===== config.mk =====
export PLATFORM = sky130hd
export DESIGN_NAME = adc_pair_streamer
export DESIGN_NICKNAME = d
export VERILOG_FILES = /design/src/rtl/adc_ser_pkg.sv /design/src/rtl/adc_pair_collect.sv /design/src/rtl/adc_word_timer.sv /design/src/rtl/adc_word_shifter.sv /design/src/rtl/adc_pair_streamer.sv
export SDC_FILE = /design/constraint.sdc
export NUM_CORES = 1
export LEC_CHECK = 0
export BUFFER_PORTS_ARGS = -buffer_cell sky130_fd_sc_hd__buf_2
export CAP_MARGIN = 20
export CORE_AREA = 5 5 81 53
export CTS_CLUSTER_SIZE = 10
export DETAILED_ROUTE_END_ITERATION = 6
export DIE_AREA = 0 0 86 58
export GPL_ROUTABILITY_DRIVEN = 0
export PLACE_DENSITY = 0.81
export SKIP_CTS_REPAIR_TIMING = 1
export SYNTH_ARGS = -nofsm -noshare
export SYNTH_HDL_FRONTEND = slang
export SYNTH_SLANG_ARGS = --single-unit
export TNS_END_PERCENT = 50

===== constraint.sdc =====
create_clock -name clk -period 3.27 [get_ports clk]
set_input_delay 0.4905 -clock clk [delete_from_list [all_inputs] [get_ports clk]]
set_output_delay 0.4905 -clock clk [all_outputs]
set_load 0.02 [all_outputs]

===== src/rtl/adc_ser_pkg.sv =====
package adc_ser_pkg;

   typedef enum logic {
      WM_SINGLE = 1'b0,
      WM_DUAL   = 1'b1
   } word_mode_e;

   function automatic int unsigned ctr_width(input int unsigned smp_w, input int unsigned lanes);
      return $clog2(smp_w * lanes);
   endfunction

endpackage


===== src/rtl/adc_pair_collect.sv =====
module adc_pair_collect
   import adc_ser_pkg::*;
#(
   parameter int unsigned SMP_W = 8,
   parameter int unsigned LANES = 2
) (
   input  logic                     clk,
   input  logic                     rst,
   input  logic                     smp_vld,
   input  logic [SMP_W-1:0]         smp_dat,
   output logic [LANES*SMP_W-1:0]   pair_q,
   output logic [SMP_W-1:0]         last_q,
   output logic [SMP_W-1:0]         first_q,
   output logic                     pend_q
);
   localparam int unsigned WORD_W = LANES * SMP_W;
   localparam int unsigned IDX_W  = (LANES > 2) ? $clog2(LANES) : 1;
   localparam logic [IDX_W-1:0] LAST_IDX = IDX_W'(LANES - 1);

   logic [SMP_W-1:0] stage_q [LANES-1];
   logic [IDX_W-1:0] idx_q;
   logic [WORD_W-1:0] pair_nxt;
   logic             close_pair;

   assign close_pair = smp_vld && (idx_q == LAST_IDX);

   for (genvar k = 0; k < LANES - 1; k++) begin : g_lane
      assign pair_nxt[(LANES-k)*SMP_W-1 -: SMP_W] = stage_q[k];
   end
   assign pair_nxt[SMP_W-1:0] = smp_dat;

   always_ff @(posedge clk) begin
      if (rst) begin
         idx_q  <= '0;
         pair_q <= '0;
         last_q <= '0;
         for (int k = 0; k < LANES - 1; k++) begin
            stage_q[k] <= '0;
         end
      end else if (smp_vld) begin
         last_q <= smp_dat;
         if (close_pair) begin
            pair_q <= pair_nxt;
            idx_q  <= '0;
         end else begin
            for (int k = 0; k < LANES - 1; k++) begin
               if (idx_q == IDX_W'(k)) begin
                  stage_q[k] <= smp_dat;
               end
            end
            idx_q <= idx_q + 1'b1;
         end
      end
   end

   assign first_q = stage_q[0];
   assign pend_q  = (idx_q != '0);

endmodule


===== src/rtl/adc_word_timer.sv =====
module adc_word_timer
   import adc_ser_pkg::*;
#(
   parameter int unsigned SMP_W = 8,
   parameter int unsigned LANES = 2
) (
   input  logic                                 clk,
   input  logic                                 rst,
   input  word_mode_e                           mode_in,
   output logic [ctr_width(SMP_W, LANES)-1:0]   cnt_q,
   output word_mode_e                           mode_q,
   output logic                                 load,
   output logic                                 frame
);
   localparam int unsigned CNT_W = ctr_width(SMP_W, LANES);
   localparam logic [CNT_W-1:0] END_S  = CNT_W'(SMP_W - 1);
   localparam logic [CNT_W-1:0] END_D  = CNT_W'(LANES * SMP_W - 1);
   localparam logic [CNT_W-1:0] HALF_S = CNT_W'(SMP_W / 2);
   localparam logic [CNT_W-1:0] HALF_D = CNT_W'((LANES * SMP_W) / 2);

   logic [CNT_W-1:0] end_cnt;
   logic [CNT_W-1:0] half_cnt;

   assign end_cnt  = (mode_q == WM_DUAL) ? END_D  : END_S;
   assign half_cnt = (mode_q == WM_DUAL) ? HALF_D : HALF_S;
   assign load     = (cnt_q == end_cnt);
   assign frame    = (cnt_q < half_cnt);

   always_ff @(posedge clk) begin
      if (rst) begin
         cnt_q  <= '0;
         mode_q <= WM_DUAL;
      end else if (load) begin
         cnt_q  <= '0;
         mode_q <= mode_in;
      end else begin
         cnt_q  <= cnt_q + 1'b1;
      end
   end

endmodule


===== src/rtl/adc_word_shifter.sv =====
module adc_word_shifter
   import adc_ser_pkg::*;
#(
   parameter int unsigned SMP_W = 8,
   parameter int unsigned LANES = 2
) (
   input  logic                     clk,
   input  logic                     rst,
   input  logic                     load,
   input  word_mode_e               mode_nxt,
   input  logic [LANES*SMP_W-1:0]   pair,
   input  logic [SMP_W-1:0]         last,
   output logic [LANES*SMP_W-1:0]   sh_q
);
   localparam int unsigned WORD_W = LANES * SMP_W;

   logic [WORD_W-1:0] single_w;
   logic [WORD_W-1:0] load_w;

   for (genvar k = 0; k < LANES; k++) begin : g_single
      if (k == 0) begin : g_top
         assign single_w[WORD_W-1 -: SMP_W] = last;
      end else begin : g_pad
         assign single_w[(LANES-k)*SMP_W-1 -: SMP_W] = '0;
      end
   end

   assign load_w = (mode_nxt == WM_DUAL) ? pair : single_w;

   always_ff @(posedge clk) begin
      if (rst) begin
         sh_q <= '0;
      end else if (load) begin
         sh_q <= load_w;
      end else begin
         sh_q <= {sh_q[WORD_W-2:0], 1'b0};
      end
   end

endmodule


===== src/rtl/adc_pair_streamer.sv =====
module adc_pair_streamer
   import adc_ser_pkg::*;
#(
   parameter int unsigned SMP_W = 8,
   parameter int unsigned LANES = 2
) (
   input  logic               clk,
   input  logic               rst,
   input  logic               smp_vld,
   input  logic [SMP_W-1:0]   smp_dat,
   input  logic               mode_dual,
   input  logic               gate,
   output logic               ser_frm,
   output logic               ser_dat
);
   localparam int unsigned WORD_W = LANES * SMP_W;
   localparam int unsigned CNT_W  = ctr_width(SMP_W, LANES);

   if (SMP_W < 2 || (SMP_W % 2) != 0) begin : g_bad_width
      $error("SMP_W must be even and at least 2");
   end
   if (LANES != 2) begin : g_bad_lanes
      $error("LANES must be 2 for dual-sample words");
   end

   logic [WORD_W-1:0] pair_w;
   logic [SMP_W-1:0]  last_w;
   logic [SMP_W-1:0]  first_w;
   logic              pend_w;
   logic [CNT_W-1:0]  cnt_w;
   word_mode_e        mode_w;
   word_mode_e        mode_in_w;
   logic              load_w;
   logic              frame_w;
   logic [WORD_W-1:0] sh_w;

   assign mode_in_w = mode_dual ? WM_DUAL : WM_SINGLE;

   adc_pair_collect #(.SMP_W(SMP_W), .LANES(LANES)) u_collect (
      .clk     (clk),
      .rst     (rst),
      .smp_vld (smp_vld),
      .smp_dat (smp_dat),
      .pair_q  (pair_w),
      .last_q  (last_w),
      .first_q (first_w),
      .pend_q  (pend_w)
   );

   adc_word_timer #(.SMP_W(SMP_W), .LANES(LANES)) u_timer (
      .clk     (clk),
      .rst     (rst),
      .mode_in (mode_in_w),
      .cnt_q   (cnt_w),
      .mode_q  (mode_w),
      .load    (load_w),
      .frame   (frame_w)
   );

   adc_word_shifter #(.SMP_W(SMP_W), .LANES(LANES)) u_shift (
      .clk      (clk),
      .rst      (rst),
      .load     (load_w),
      .mode_nxt (mode_in_w),
      .pair     (pair_w),
      .last     (last_w),
      .sh_q     (sh_w)
   );

   assign ser_frm = frame_w & ~gate;
   assign ser_dat = sh_w[WORD_W-1] & ~gate;

endmodule


==> summary.md <==
| Metric | Value |
|---|---|
| Top FF cell, synth | dfxtp_1 |
| Synthesized flop and latch total | 54 |
| H-Tree Depth | 2 |
| Pin count of the biggest net entering global routing | 29 |
| Final setup fails | 0 |
| Final net count | 234 |
| Min-Delay Path Class | flop to flop |
| Crit-path max FO | 28 |
| Pre-CTS setup slack | 1.32 ns |
| IO Pins | 15 |
| CTS tree | yes |
| Slowest stage delay, CP | 0.77 ns |
| Final period util | 59.3% |
| Status | complete, no violations |
| Area share of the largest cell type after synthesis | 44.7% |
| Core Util, Final | 62.3% |
| Post-synth EDFFs | 8 |
| WP data arrival | 2.13 ns |
| Initial cell density of the core | 58.6% |
| Hold Slack | 0.447 ns |
| Die width | 86 µm |
| Area Growth Syn to Fin | 6.20% |
| CTS buffer count | 5 |
| Max-slew headroom | 38.6% |
| Maximum vdd drop | 349 µV |
| Synth cell types | 28 |
| Clock Tree Buf Depth | 2 |
| Clock Pin Slew Worst Setup and Hold Paths | 0.08 ns |
| FFs w/ async S/R, synth | 0% |
| DRC | 0 |
| Critical path class | flop to flop |
| Setup Skew | 0.00692 ns |
| CP max-delay cell | and3_1 |
| Slew Viols, Final | 0 |
| Ant. Diodes | 0 |
| Final min period | 1.94 ns |
| Fin area | 2190 µm² |
| Register area share after synthesis | 56.4% |
| Worst Path Required | 3.46 ns |
| Total wire length | 3710 µm |
| Clock Latency Late Sink | 0.30 ns |
| CP startpoint kind | flop |
| Post-DP Area | 2100 µm² |
| Commonest cells post-synth | dfxtp_1, nand2_1, a21oi_1 |
| Fin. Hold Viols | 0 |
| Crit end category | flop |
| Mapped cell area | 2060 µm² |
| Top-count cell post-synth | dfxtp_1 |
| Core area | 3510 µm² |
| GRT overflow | 0 |
| Die area | 4990 µm² |
| Number of global-route vias before repair | 1305 |
| Final worst setup slack | 1.33 ns |
| Avg Synthesized Cell Area | 9.75 µm² |
| TNS Setup | 0 ns |
| RSZ-0062 raised after global routing | false |
| Slew @ Worst Pin | 0.921 ns |
| Max cap viols | 0 |
| Pre-Repair DR Iteration Count | 4 |
| Initial DRC Count | 49 |
| Via count | 1388 |
| Vias/cell | 5.20 |
| PortBufs | 14 |
| Drt wl/cell | 13.9 µm |
| Global-route wire length before repair | 6170 µm |
| Clock sinks | 54 |
| Die height | 58 µm |
| CP Cell Sequence | inv_1 -> ha_1 -> and3_1 -> nor2_1 -> a211o_1 |
| Layout Cells excl Fill | 267 |
| Yosys warns | 0 |
| Maximum clock frequency | 0.515 GHz |
| Cell Pwr Density | 523 nW/µm² |
| Total power | 1.14 mW |
| Mapped Cells | 211 |
| Top cells by area, synth | dfxtp_1, edfxtp_1, mux2i_1 |
| Post-Place Cells | 259 |
| Fill cells | 317 |
| Synth Net Count | 226 |
| Post-DP HPWL | 2530 µm |
| CTS Root Cell | clkbuf_8 |
| Leak pwr | 0.827 nW |
| Overall routing resource usage | 16.0% |
| Fraction of layout cells with a size suffix above 1 | 10.5% |
| Initial antenna violation count | 0 |
| Site Rows | 17 |
| Antenna-violating nets left | 0 |
| Largest area contributor in the netlist | dfxtp_1 |
critical path: cells and delay by family, from the launching register on:
| family | cells | cell delay [ns] |
|---|---|---|
| DFF | 1 | 0.33 |
| AOI/OAI and AO/OA | 1 | 0.29 |
| adders and majority gates | 1 | 0.30 |
| and+or+nand+nor | 2 | 0.86 |
| buffers and inverters | 1 | 0.05 |
layout make-up:
class | instances | area, µm² | share of cell area, %
sequential | 54 | 1160 | 53.1
multi-input combinational | 142 | 795 | 36.3
clock buffer | 6 | 82.6 | 3.78
timing repair buffer | 15 | 77.6 | 3.55
tap | 47 | 58.8 | 2.69
clock inverter | 2 | 7.51 | 0.343
inverter | 1 | 3.75 | 0.172
metal layers:
metal	routed length, µm	track usage, %	vias up	share of wire, %
met1	1970	23.0	638	53
met4	27	4.06	0	0.73
met2	1580	23.9	22	43
met5	0	0	-	0
li1	-	-	723	-
met3	134	4.26	5	3.6
state kept, by name, summed over array words and instances (netlist names):
register           cells
u_timer.mode_q         1
u_collect.last_q       8
u_collect.pend_q       1
u_shift.sh_q          16
u_collect.pair_q      16
u_timer.cnt_q          4
u_collect.stage_q      8
power breakdown:
| group | total, mW | switching [mW] | internal, mW | leakage [nW] |
|---|---|---|---|---|
| logic | 0.0734 | 0.0461 | 0.0273 | 0.320 |
| registers | 0.709 | 0.0113 | 0.697 | 0.461 |
| clock network | 0.362 | 0.195 | 0.167 | 0.0463 |
kinds of logic after synthesis:
family          Yosys count  share of synthesized area, %
simple gates             88                          18.7
flops                    54                          56.4
compound gates           34                          10.0
mux                      16                          7.78
buf+inv                  15                          4.98
xor+xnor                  2                         0.851
fa+ha+maj                 2                          1.22
cell usage in the layout, fill, tap and decap left out, drive strengths merged, types with 4 or more instances in the layout:
cell type and count:
a211oi 8, a21oi 24, and2 9, buf 15, clkbuf 6, dfxtp 46, edfxtp 8, mux2i 16
nand2 41, nand3 9, nor2 19, nor3 4
worst paths after layout:
path | start | end | slack (ns) | cells after the start
setup / recovery | u_timer.mode_q$_SDFFE_PP1N_ | u_timer.mode_q$_SDFFE_PP1N_ | 1.33 | 5
hold / removal | u_shift.sh_q[4]$_SDFF_PP0_ | u_shift.sh_q[5]$_SDFF_PP0_ | 0.45 | 2
setup reg to reg | u_timer.mode_q$_SDFFE_PP1N_ | u_timer.mode_q$_SDFFE_PP1N_ | 1.33 | 5
hold reg to reg | u_shift.sh_q[4]$_SDFF_PP0_ | u_shift.sh_q[5]$_SDFF_PP0_ | 0.45 | 2
Note: power is estimated with default switching activity, not from simulation.
